**config.mk**
```make
export PLATFORM = sky130hd
export DESIGN_NAME = flashProgCtl
export DESIGN_NICKNAME = d
export VERILOG_FILES = /design/src/rtl/flashProgPkg.sv /design/src/rtl/flashProgCtlSeq.sv /design/src/rtl/flashProgCtlPath.sv /design/src/rtl/flashProgCtl.sv
export SDC_FILE = /design/constraint.sdc
export NUM_CORES = 1
export LEC_CHECK = 0
export BUFFER_PORTS_ARGS = -buffer_cell sky130_fd_sc_hd__buf_4
export CAP_MARGIN = 25
export CORE_ASPECT_RATIO = 1.4
export CORE_MARGIN = 5
export CORE_UTILIZATION = 30
export CTS_BUF_LIST = sky130_fd_sc_hd__clkbuf_16
export DETAILED_ROUTE_END_ITERATION = 7
export PLACE_DENSITY = 0.65
export SLEW_MARGIN = 20
export SYNTH_ARGS = -nofsm -noshare
export SYNTH_HDL_FRONTEND = slang
export SYNTH_SLANG_ARGS = --single-unit
```
**constraint.sdc**
```tcl
create_clock -name clk -period 1.6 [get_ports clk]
set_input_delay 0.08 -clock clk [delete_from_list [all_inputs] [get_ports clk]]
set_output_delay 0.08 -clock clk [all_outputs]
set_load 0.005 [all_outputs]
```
**src/rtl/flashProgPkg.sv**
```systemverilog
package flashProgPkg;

  typedef enum logic [1:0] {
    CMD_NONE,
    CMD_PAGE,
    CMD_LOCK,
    CMD_REEN
  } cmdKind_t;

  typedef struct packed {
    logic ctlLoad;     // load interrupt enable from write data
    logic cmdLoad;     // load command bits from write data
    logic cmdClear;    // clear command bits
    logic pageLaunch;  // capture page number for the array
    logic lockLoad;    // merge new lock bits
    logic busySet;     // application region becomes busy
    logic busyClear;   // application region released
  } ctlStrobes_t;

  localparam logic [5:0] PAT_PAGE = 6'b000101;
  localparam logic [5:0] PAT_LOCK = 6'b001001;
  localparam logic [5:0] PAT_REEN = 6'b010001;

  function automatic cmdKind_t decodeCmd(input logic [5:0] bits);
    cmdKind_t kind;
    case (bits)
      PAT_PAGE: kind = CMD_PAGE;
      PAT_LOCK: kind = CMD_LOCK;
      PAT_REEN: kind = CMD_REEN;
      default:  kind = CMD_NONE;
    endcase
    return kind;
  endfunction

endpackage

```
**src/rtl/flashProgCtlSeq.sv**
```systemverilog
module flashProgCtlSeq
  import flashProgPkg::*;
#(
  parameter int WINDOW          = 4,
  parameter int PAGE_W          = 9,
  parameter int BOOT_FIRST_PAGE = 448
) (
  input  logic              clk,
  input  logic              rstN,
  input  logic              ctlWrEn,
  input  logic [7:0]        ctlWrData,
  input  logic              progStrobe,
  input  logic [PAGE_W-1:0] pageIdx,
  input  logic              flashDone,
  output ctlStrobes_t       stb,
  output logic              opActive,
  output logic              cpuHalt,
  output logic              flashStart
);

  localparam int CNT_W = $clog2(WINDOW + 1);
  localparam logic [PAGE_W-1:0] BOOT_PAGE = PAGE_W'(BOOT_FIRST_PAGE);

  cmdKind_t   armedKind;
  cmdKind_t   wrKind;
  logic [CNT_W-1:0] winCnt;
  logic       armed;
  logic       fire;
  logic       expire;
  logic       toApp;
  logic       unusedWrBits;

  assign unusedWrBits = ^ctlWrData[7:6];

  assign armed  = (armedKind != CMD_NONE);
  assign wrKind = decodeCmd(ctlWrData[5:0]);
  assign fire   = armed && progStrobe;
  assign expire = armed && !progStrobe && (winCnt == CNT_W'(1));
  assign toApp  = (pageIdx < BOOT_PAGE);

  always_comb begin
    stb = '0;
    stb.ctlLoad = ctlWrEn;
    if (ctlWrEn && !opActive && !fire && (wrKind != CMD_NONE))
      stb.cmdLoad = 1'b1;
    if (fire) begin
      case (armedKind)
        CMD_PAGE: begin
          stb.pageLaunch = 1'b1;
          stb.busySet    = toApp;
        end
        CMD_LOCK: begin
          stb.lockLoad = 1'b1;
          stb.cmdClear = 1'b1;
        end
        CMD_REEN: begin
          stb.busyClear = 1'b1;
          stb.cmdClear  = 1'b1;
        end
        default: ;
      endcase
    end
    if (expire)
      stb.cmdClear = 1'b1;
    if (opActive && flashDone)
      stb.cmdClear = 1'b1;
  end

  always_ff @(posedge clk) begin
    if (!rstN) begin
      armedKind  <= CMD_NONE;
      winCnt     <= '0;
      opActive   <= 1'b0;
      cpuHalt    <= 1'b0;
      flashStart <= 1'b0;
    end else begin
      flashStart <= stb.pageLaunch;
      if (stb.cmdLoad) begin
        armedKind <= wrKind;
        winCnt    <= CNT_W'(WINDOW);
      end else if (fire || expire) begin
        armedKind <= CMD_NONE;
        winCnt    <= '0;
      end else if (armed) begin
        winCnt <= winCnt - 1'b1;
      end
      if (stb.pageLaunch) begin
        opActive <= 1'b1;
        cpuHalt  <= !toApp;
      end else if (opActive && flashDone) begin
        opActive <= 1'b0;
        cpuHalt  <= 1'b0;
      end
    end
  end

  AST_HALT_WITHIN_OP: assert property (@(posedge clk) disable iff (!rstN)
    cpuHalt |-> opActive);

  AST_START_AFTER_STROBE: assert property (@(posedge clk) disable iff (!rstN)
    flashStart |-> $past(progStrobe));

  AST_REEN_IGNORED_IN_OP: assert property (@(posedge clk) disable iff (!rstN)
    opActive |-> !stb.busyClear);

  AST_LOCK_NO_HALT: assert property (@(posedge clk) disable iff (!rstN)
    stb.lockLoad |=> !cpuHalt && !flashStart);

endmodule

```
**src/rtl/flashProgCtlPath.sv**
```systemverilog
module flashProgCtlPath
  import flashProgPkg::*;
#(
  parameter int ADDR_W     = 16,
  parameter int PAGE_OFS_W = 7
) (
  input  logic                     clk,
  input  logic                     rstN,
  input  ctlStrobes_t              stb,
  input  logic [7:0]               ctlWrData,
  input  logic [ADDR_W-1:0]        addrPtr,
  input  logic [7:0]               dataOp,
  output logic [ADDR_W-PAGE_OFS_W-1:0] pageIdx,
  output logic [ADDR_W-PAGE_OFS_W-1:0] flashPage,
  output logic [7:0]               ctlRdData,
  output logic                     appReadBlock,
  output logic                     readyIrq,
  output logic [3:0]               lockBits
);

  localparam int PAGE_W = ADDR_W - PAGE_OFS_W;

  logic       irqEn;
  logic [4:0] cmdBits;
  logic       appBusy;
  logic       unusedBits;

  assign unusedBits = ^{ctlWrData[6:5], dataOp[7:6], dataOp[1:0], addrPtr[PAGE_OFS_W-1:0]};

  assign pageIdx      = addrPtr[ADDR_W-1:PAGE_OFS_W];
  assign ctlRdData    = {irqEn, appBusy, 1'b0, cmdBits};
  assign appReadBlock = appBusy;
  assign readyIrq     = irqEn && !cmdBits[0];

  always_ff @(posedge clk) begin
    if (!rstN) begin
      irqEn     <= 1'b0;
      cmdBits   <= '0;
      appBusy   <= 1'b0;
      lockBits  <= 4'hF;
      flashPage <= '0;
    end else begin
      if (stb.ctlLoad)
        irqEn <= ctlWrData[7];
      if (stb.cmdLoad)
        cmdBits <= ctlWrData[4:0];
      else if (stb.cmdClear)
        cmdBits <= '0;
      if (stb.busySet)
        appBusy <= 1'b1;
      else if (stb.busyClear)
        appBusy <= 1'b0;
      if (stb.lockLoad)
        lockBits <= lockBits & dataOp[5:2];
      if (stb.pageLaunch)
        flashPage <= PAGE_W'(pageIdx);
    end
  end

  AST_LOCK_NEVER_RISES: assert property (@(posedge clk) disable iff (!rstN)
    (lockBits & ~$past(lockBits)) == 4'h0);

  AST_BUSY_FALLS_ON_REEN: assert property (@(posedge clk) disable iff (!rstN)
    $fell(appBusy) |-> $past(stb.busyClear));

endmodule

```
**src/rtl/flashProgCtl.sv**
```systemverilog
module flashProgCtl
  import flashProgPkg::*;
#(
  parameter int ADDR_W          = 16,
  parameter int PAGE_OFS_W      = 7,
  parameter int WINDOW          = 4,
  parameter int BOOT_FIRST_PAGE = 448
) (
  input  logic                         clk,
  input  logic                         rstN,
  input  logic                         ctlWrEn,
  input  logic [7:0]                   ctlWrData,
  output logic [7:0]                   ctlRdData,
  input  logic                         progStrobe,
  input  logic [ADDR_W-1:0]            addrPtr,
  input  logic [7:0]                   dataOp,
  output logic                         flashStart,
  output logic [ADDR_W-PAGE_OFS_W-1:0] flashPage,
  input  logic                         flashDone,
  output logic                         cpuHalt,
  output logic                         appReadBlock,
  output logic                         readyIrq,
  output logic [3:0]                   lockBits
);

  localparam int PAGE_W = ADDR_W - PAGE_OFS_W;

  ctlStrobes_t       stb;
  logic [PAGE_W-1:0] pageIdx;
  logic              opActive;

  flashProgCtlSeq #(
    .WINDOW(WINDOW), .PAGE_W(PAGE_W), .BOOT_FIRST_PAGE(BOOT_FIRST_PAGE)
  ) seq (
    .clk(clk), .rstN(rstN), .ctlWrEn(ctlWrEn), .ctlWrData(ctlWrData),
    .progStrobe(progStrobe), .pageIdx(pageIdx), .flashDone(flashDone),
    .stb(stb), .opActive(opActive), .cpuHalt(cpuHalt), .flashStart(flashStart)
  );

  flashProgCtlPath #(
    .ADDR_W(ADDR_W), .PAGE_OFS_W(PAGE_OFS_W)
  ) path (
    .clk(clk), .rstN(rstN), .stb(stb), .ctlWrData(ctlWrData),
    .addrPtr(addrPtr), .dataOp(dataOp), .pageIdx(pageIdx),
    .flashPage(flashPage), .ctlRdData(ctlRdData),
    .appReadBlock(appReadBlock), .readyIrq(readyIrq), .lockBits(lockBits)
  );

  AST_BLOCK_NOT_WITH_HALT_START: assert property (@(posedge clk) disable iff (!rstN)
    $rose(cpuHalt) |-> !$rose(appReadBlock));

endmodule

```
After elaboration in Yosys (flattened, before gate mapping)
Index checks and enable logic that the tools add are counted.
- register bits: 28
- logic and storage cells: 67
- memories kept: 0
- input bits: 37
- memory bits (read-only): 0
- bits in latches: 0
- memory bits (writable): 0
- output and inout bits: 25
- $mul: 0
- reductions and logical operators: 23
- bitwise operators: 2
- add/subtract/negate cells: 1
- shifts and indexed selects: 0
- eq/ne operators: 7
- mux-type cells: 22
- order comparisons: 1
- divide/modulo/power cells: 0
- operator list (cell ; count):
    $mux 5 ; 3
    $mux 1 ; 13
    $reduce_bool 2->1 ; 6
    $lt 9x9->1 const B ; 1
    $mux 3 ; 3
    $logic_and 1x1->1 ; 8
    $eq 6x3->1 const B ; 1
    $eq 6x4->1 const B ; 1
    $eq 6x5->1 const B ; 1
    $pmux 2 s3 ; 1
    $logic_not 1->1 ; 5
    $and 4x4->4 ; 1
    $eq 2x2->1 const B ; 2
    $mux 2 ; 2
    $eq 3x1->1 const B ; 1
    $reduce_bool 3->1 ; 1
    $reduce_or 3->1 ; 1
    $sub 3x1->3 const B ; 1
    $eq 2x1->1 const B ; 1
    $reduce_or 2->1 ; 1
    $logic_or 1x1->1 ; 1
    $not 1->1 ; 1

Depth between registers and ports, before layout
Gate-level depths: netlist of run 1.
- depth after elaboration: 8
- mapped depth: 6
- depth with buffers taken out: 6

Hierarchy
Synthesis of run 1 repeated with hierarchy kept, for this count alone.
- cells, all modules: 151
- area total of the unflattened synthesis: 1366.3 µm²
- by module, submodules not included (module ; times used ; seq. area each (µm²) ; cells an instance ; area an instance (µm²)):
    flashProgCtlPath ; 1 ; 400.4 ; 88 ; 850.8
    flashProgCtlSeq ; 1 ; 160.2 ; 63 ; 515.5

Least setup slack after synthesis of run 1
No wires, ideal clock.
- kind: flip-flop to flip-flop
- from: register seq.armedKind[1]
- to: register path.cmdBits[2]
- arrival time: 1.336 ns
- cell stages (with the launch flop): 6
- clock period less this slack: 1.453 ns
- path buffers: 1
- library setup time: 0.117 ns
- slack: 0.147 ns
- required time: 1.483 ns
- path through: dfxtp_1 -> or2_1 -> buf_6 -> a211oi_4 -> o21ai_2 -> a32o_1
- longest elaborated chain between the ends: 7
- elaborated cells on any way between the ends: 17
- those cells by class: eq/ne: 2; mux: 6; reduce/logical: 9
- ends and longest elaborated chain (what ; line ; source):
    start: declaration ; flashProgCtlSeq.sv:24 ; cmdKind_t armedKind;
    start signal: assignment ; flashProgCtlSeq.sv:79 ; armedKind <= wrKind;
    $eq 2x2->1 or $reduce_bool 2->1 (tied branches) ; flashProgCtlSeq.sv:47, flashProgCtlSeq.sv:35 ;
    $reduce_or 2->1 (no line) or $logic_and 1x1->1 (tied branches) ; -- ;
    $mux 1 or $logic_not 1->1 (tied branches) ; flashProgCtlSeq.sv:47, flashProgCtlSeq.sv:44 ;
    $mux 5 or $logic_and 1x1->1 (tied branches) ; flashProgCtlSeq.sv:46, flashProgCtlSeq.sv:44 ;
    $mux 1 or $logic_and 1x1->1 (tied branches) ; flashProgCtlSeq.sv:63, flashProgCtlSeq.sv:44 ;
    $mux 1, on equally long branches ; flashProgCtlSeq.sv:65, flashProgCtlSeq.sv:44 ;
    $reduce_bool 2->1 (no line) or $mux 5 (tied branches) ; -- ;
    end signal: assignment ; flashProgCtlPath.sv:46 ; cmdBits <= ctlWrData[4:0];
    end: declaration ; flashProgCtlPath.sv:24 ; logic [4:0] cmdBits;
Parallel ways exist; a longest one is shown, timed or not.
A chain may end at the register's enable or synchronous reset.

Worst setup path in the final report of run 1
- from: register seq.armedKind[0]
- to: register path.cmdBits[2]
Same word-level chain as after synthesis.

==> results of run 1 <==
power groups by stage:
stage | clock, mW | sequential, mW | combinational (mW)
2_1_floorplan | 0 | 0.726 | 0.0640
3_3_place_gp | 0 | 0.726 | 0.133
3_5_place_dp | 0 | 0.726 | 0.138
4_1_cts | 0.564 | 0.711 | 0.139
5_1_grt | 0.595 | 0.711 | 0.150
6_report | 0.549 | 0.711 | 0.137
area by class of cell:
type | instances | area, um2
clock buffer | 3 | 75.1
fill | 393 | 2210
inverter | 5 | 18.8
multi-input combinational | 70 | 538
sequential | 28 | 561
tap | 43 | 53.8
timing repair buffer | 53 | 398
synth_stat cells (all sizes together), types with 2 or more instances:
master | number | area (um2)
inv | 5 | 18.8
nand2 | 9 | 33.8
nor3b | 2 | 15.0
a211oi | 2 | 27.5
mux2i | 2 | 20.0
clkbuf | 2 | 7.51
nand4 | 2 | 12.5
nand3 | 3 | 15.0
xnor2 | 3 | 26.3
a21boi | 3 | 22.5
ha | 2 | 25.0
nor2 | 3 | 11.3
buf | 6 | 46.3
and3 | 3 | 20.0
a32o | 2 | 20.0
a22o | 9 | 78.8
o21ai | 7 | 38.8
dfxtp | 28 | 561
nor2b | 4 | 25.0
per-layer routing:
layer  vias to the layer above  wire (um)
met5                         -          0
met4                         0         57
met3                         6        185
met2                        34       1650
met1                       479       1030
li1                        492          -
cell families (layout without fill, tap and decap cells):
family | Yosys count | in the layout | share of synthesized area, %
fa+ha+maj | 2 | 2 | 2.14
other cells | 1 | 1 | 0.320
simple gates | 29 | 29 | 15.0
buf+inv | 13 | 61 | 6.20
compound gates | 33 | 33 | 24.6
mux | 2 | 2 | 1.71
flops | 28 | 28 | 47.9
xor+xnor | 3 | 3 | 2.24
path summary, 6_finish.rpt:
check	startpoint	end	slack, ns
hold reg to reg	seq.cpuHalt	seq.cpuHalt	0.46
hold / removal	addrPtr[10]	path.flashPage[3]	0.03
setup / recovery	seq.armedKind[0]	path.cmdBits[2]	0.11
setup reg to reg	seq.armedKind[0]	path.cmdBits[2]	0.11
registers in the layout (all words and copies together), names as in the netlist, 2 cells and up:
| register | flops |
|---|---|
| path.cmdBits | 5 |
| path.flashPage | 9 |
| path.lockBits | 4 |
| seq.armedKind | 2 |
| seq.winCnt | 3 |
per-stage QoR:
step / hold WS, ns / util (%) / power [mW] / std cells
after floorplan: 0.197 / - / 0.790 / 111
after global placement: 0.293 / 40.7 / 0.859 / 199
after detailed placement: 0.300 / 40.7 / 0.865 / 199
after CTS: 0.0232 / 42.7 / 1.41 / 202
after global routing: 0.0293 / 42.7 / 1.46 / 202
final: 0.0288 / 42.7 / 1.40 / 202
cells in the final DEF, fill, tap and decap left out, types with 2 or more instances in the layout:
cell type,synthesis,routed
a21boi_0,3,3
a22o_1,9,9
a32o_1,2,2
and3_1,2,2
buf_4,4,53
clkbuf_16,0,3
dfxtp_1,28,28
ha_1,2,2
inv_1,5,5
mux2i_1,2,2
nand2_1,9,9
nand3_1,3,3
nand4_1,2,2
nor2_1,3,3
nor2b_1,4,4
nor3b_1,2,2
o21ai_0,6,5
xnor2_1,3,3
critical path, cell delays in order, from the launching register on:
cell and delay [ns]:
dfxtp_1 0.33, or2_1 0.26, a211oi_4 0.35, o21ai_2 0.17, a32o_1 0.27
==> results_dict.tcl, run 1 <==
set metrics [dict create \
    synthCells 111 \
    comb_power_share_pct 9.8 \
    seq_power_share_pct 50.9 \
    syn_to_final_growth_pct 40.4 \
    setup_tns_ns 0 \
    use_met3_pct 2.70 \
    final_nets 200 \
    cp_max_fo 5 \
    setup.worst_path.class "flip-flop to flip-flop" \
    synth-seq-area-share_pct 47.9 \
    power.density_nw_per_um2 850 \
    diodes 0 \
    firstDrtPassIters 4 \
    cts_setup_buffers 0 \
    drt_drc_violations_left 0 \
    required_ns 1.75 \
    ir_drop_mv 0.589 \
    syn_avg_cell_area_um2 10.6 \
    place.gp.congestion 0.757 \
    first_iter_violations 17 \
    drive_gt1_share_pct 40.3 \
    placementRows 27 \
    setup_ws_ns 0.111 \
    antenna_found_initial 0 \
    critPathArrivalTime_ns 1.64 \
    clkTransAtPathRegs_ns 0.06 \
    grt.met2_usage_pct 21.6 \
    clockBufferDepth 2 \
    synth_fp_nets 150 \
    cts_hold_buf 0 \
    synth_cell_types 38 \
    viasPerCell 5.00 \
    syn_area_um2 1170 \
    grt_use_total_pct 10.9 \
    start_util_pct 30.4 \
    numCtsBuffers 3 \
    place_ws_ns 0.0791 \
    ys_seq_elements 28 \
    end_kind "flip-flop" \
    reg2reg_depth 4 \
    design.core.area_um2 3850 \
    dpl-instance-area_um2 1570 \
    finalHoldViolations 0 \
    p_sw_mw 0.284 \
    cts_sinks 28 \
    drv_cap 0 \
    io_pins 62 \
    htree_levels 1 \
    hp-class "input port to flip-flop" \
    critPathLaunchType "flip-flop" \
    finClkSkew_ns 0.00162 \
    p_leak_nw 0.709 \
    grt_overflow 0 \
    cts_resized 0 \
    busiest_layer "met2" \
    swShare_pct 20.3 \
    drt-wirelength-per-cell_um 14.4 \
    grt.met1_usage_pct 9.94 \
    slew_viol_final 0 \
    grt_max_degree 19 \
    clkLatencyLatePin_ns 0.26 \
    dp_hpwl_mm 2.37 \
    grt_pass1_wl_mm 4.64 \
    async_reset_ff_share_pct 0 \
    rsz0062_at_grt "no" \
    die_h_um 83.9 \
    die_x_um 62.8 \
    root_buffer "clkbuf_16" \
    cts_tree "built" \
    clkPwrFrac_pct 39.3 \
    routed_wl_mm 2.92 \
    fin_area_um2 1640 \
    port_buffers 48 \
    fin_crit_ns 1.49 \
    die-area_um2 5270 \
    clock.fmax_ghz 0.671 \
    setup_viol 0 \
    status "completed" \
    synthFlopType "dfxtp_1" \
    p_int_mw 1.11 \
    vias 1011 \
    yosysWarnings 0 \
    min_path_cells 2 \
    finalCritPeriodShare_pct 93.1 \
    ant_nets 0 \
    first_global_vias 1088 \
    synth_edf_count 0 \
]
No activity file was read; power rests on OpenSTA's default activity.
==> run 2, diff against run 1 <==
Settings changed: GPL_TIMING_DRIVEN set to 1.
Clock period 1.6 ns to 1.5 ns, I/O delays scaled along.
==> run 2 against run 1 <==
Against the previous run: combinational power is 11% higher; via count is 0.59% lower; global-route usage is 0.37 points higher; final cell count is 0.50% higher; worst hold slack worse by 0.0056 ns; first-iteration DRC count is 76% lower; sequential cell count stayed put; count of clock-buffer cells in the layout stayed put; utilization is 0.81 points higher.
==> results_dict.tcl, run 2 (same netlist as run 1, synthesis figures left out) <==
set metrics [dict create \
    status "completed" \
    cts_tree "built" \
    first_global_vias 1072 \
    final_cell_mix "53 x buf_4, 28 x dfxtp_1, 9 x nand2_1, 9 x a22o_1" \
    hold_start "addrPtr[8]" \
    critPathArrivalTime_ns 1.59 \
    largest_reg_flops 9 \
    finalCritPeriodShare_pct 95.4 \
    diodes 0 \
    cts_sinks 28 \
    grt_use_total_pct 11.2 \
    root_buffer "clkbuf_16" \
    crit_path_max_incr_delay_ns 0.35 \
    cts_hold_buf 0 \
    clock.fmax_ghz 0.699 \
    syn_to_final_growth_pct 43.1 \
    clkLatencyLatePin_ns 0.26 \
    finalHoldViolations 0 \
    drv_cap 0 \
    timing.rr.end "path.cmdBits[2]" \
    hp-class "input port to flip-flop" \
    end_kind "flip-flop" \
    regArea_um2 561 \
    antenna_found_initial 0 \
    drt-wirelength-per-cell_um 14.2 \
    p_total_mw 1.50 \
    multi_input_area_um2 566 \
    numCtsBuffers 3 \
    required_ns 1.65 \
    fin_crit_ns 1.43 \
    firstDrtPassIters 4 \
    crit_path_top_delay_cell "a211oi_4" \
    start_util_pct 30.4 \
    place.gp.congestion 0.753 \
    rrSetupSlack_ns 0.07 \
    dp_hpwl_mm 2.37 \
    placed_cells 199 \
    holdWs_ns 0.0231 \
    ant_nets 0 \
    placementRows 27 \
    clkTransAtPathRegs_ns 0.06 \
    io_pins 62 \
    p_leak_nw 0.721 \
    htree_levels 1 \
    rsz0062_at_grt "no" \
    power.density_nw_per_um2 897 \
    viasPerCell 4.95 \
    grt_max_degree 19 \
    design.core.area_um2 3850 \
    clockBufferDepth 2 \
    die-area_um2 5270 \
    finClkSkew_ns 0.00225 \
    slew_viol_final 0 \
    timing.rr.start "seq.armedKind[0]" \
    min_path_cells 2 \
    port_buffers 48 \
    path_cells "or2_4 -> a211oi_4 -> o21ai_4 -> a32o_1" \
    final_common_cell "buf_4" \
    drt_drc_violations_left 0 \
    final_nets 200 \
    grt_overflow 0 \
    max_flop_register "path.flashPage" \
    die_h_um 83.9 \
    ir_drop_mv 0.609 \
    routed_wl_mm 2.88 \
    whs_endpoint "path.flashPage[1]" \
    fillers 394 \
    reg2reg_depth 4 \
    grt_pass1_wl_mm 4.82 \
    setup.worst_path.class "flip-flop to flip-flop" \
    cp_max_fo 5 \
    final_cells 203 \
    first_iter_violations 4 \
    die_x_um 62.8 \
    cts_setup_buffers 0 \
    top_regs "path.flashPage (9), path.cmdBits (5), path.lockBits (4)" \
    vias 1005 \
    critPathLaunchType "flip-flop" \
    setup_viol 0 \
    drive_gt1_share_pct 43.1 \
]
-- run 2: final cells by class --
cell class                 instances  area share, %
multi-input combinational         70           33.8
sequential                        28           33.5
timing repair buffer              53           23.7
clock buffer                       3           4.48
tap                               43           3.21
inverter                           5           1.12
clock inverter                     1          0.224
-- run 2: report_power, final --
group	total, mW	internal, mW	switching [mW]
clock	0.593	0.357	0.236
sequential	0.758	0.752	0.00612
combinational	0.152	0.0846	0.0670
-- run 2: worst max-delay path: cells and delay by family (launching register included) --
family,cells,cell delay (ns)
AO/OA/AOI/OAI,3,0.75
flip-flops,1,0.33
AND/OR/NAND/NOR,1,0.25
-- run 2: repair_timing --
| item | in CTS | in global routing |
|---|---|---|
| pin swaps | 0 | 1 |
| resized for setup | 3 | 4 |
| endpoints found under the setup margin | 3 | 5 |
| gates cloned | 0 | 0 |
-- run 2: worst max path at each step --
stage,from,end,slack [ns],cells past startpoint
floorplan,seq.armedKind[1],path.cmdBits[2],0.05,5
global placement,seq.armedKind[0],path.cmdBits[2],0.07,4
detailed placement,seq.winCnt[1],seq.winCnt[1],-0.04,6
CTS,seq.armedKind[0],path.cmdBits[2],0.009,4
global route,seq.armedKind[0],path.cmdBits[2],0.0003,4
finish,seq.armedKind[0],path.cmdBits[2],0.07,4
-- run 2: per-stage QoR --
step	setup TNS (ns)	area [um2]	worst slack (ns)	utilization, %
6_report	0	1680	0.0688	43.5
5_1_grt	0	1680	0.000274	43.5
4_1_cts	0	1660	0.00925	43.0
3_5_place_dp	-0.0396	1570	-0.0396	40.7
3_3_place_gp	0	1570	0.0656	40.7
2_1_floorplan	0	1170	0.0468	-
-- run 2: metal layers --
metal	GRT usage (%)	wire, um
met2	21.6	1630
met3	3.37	211
met5	0	0
met4	4.05	44
met1	11.0	995
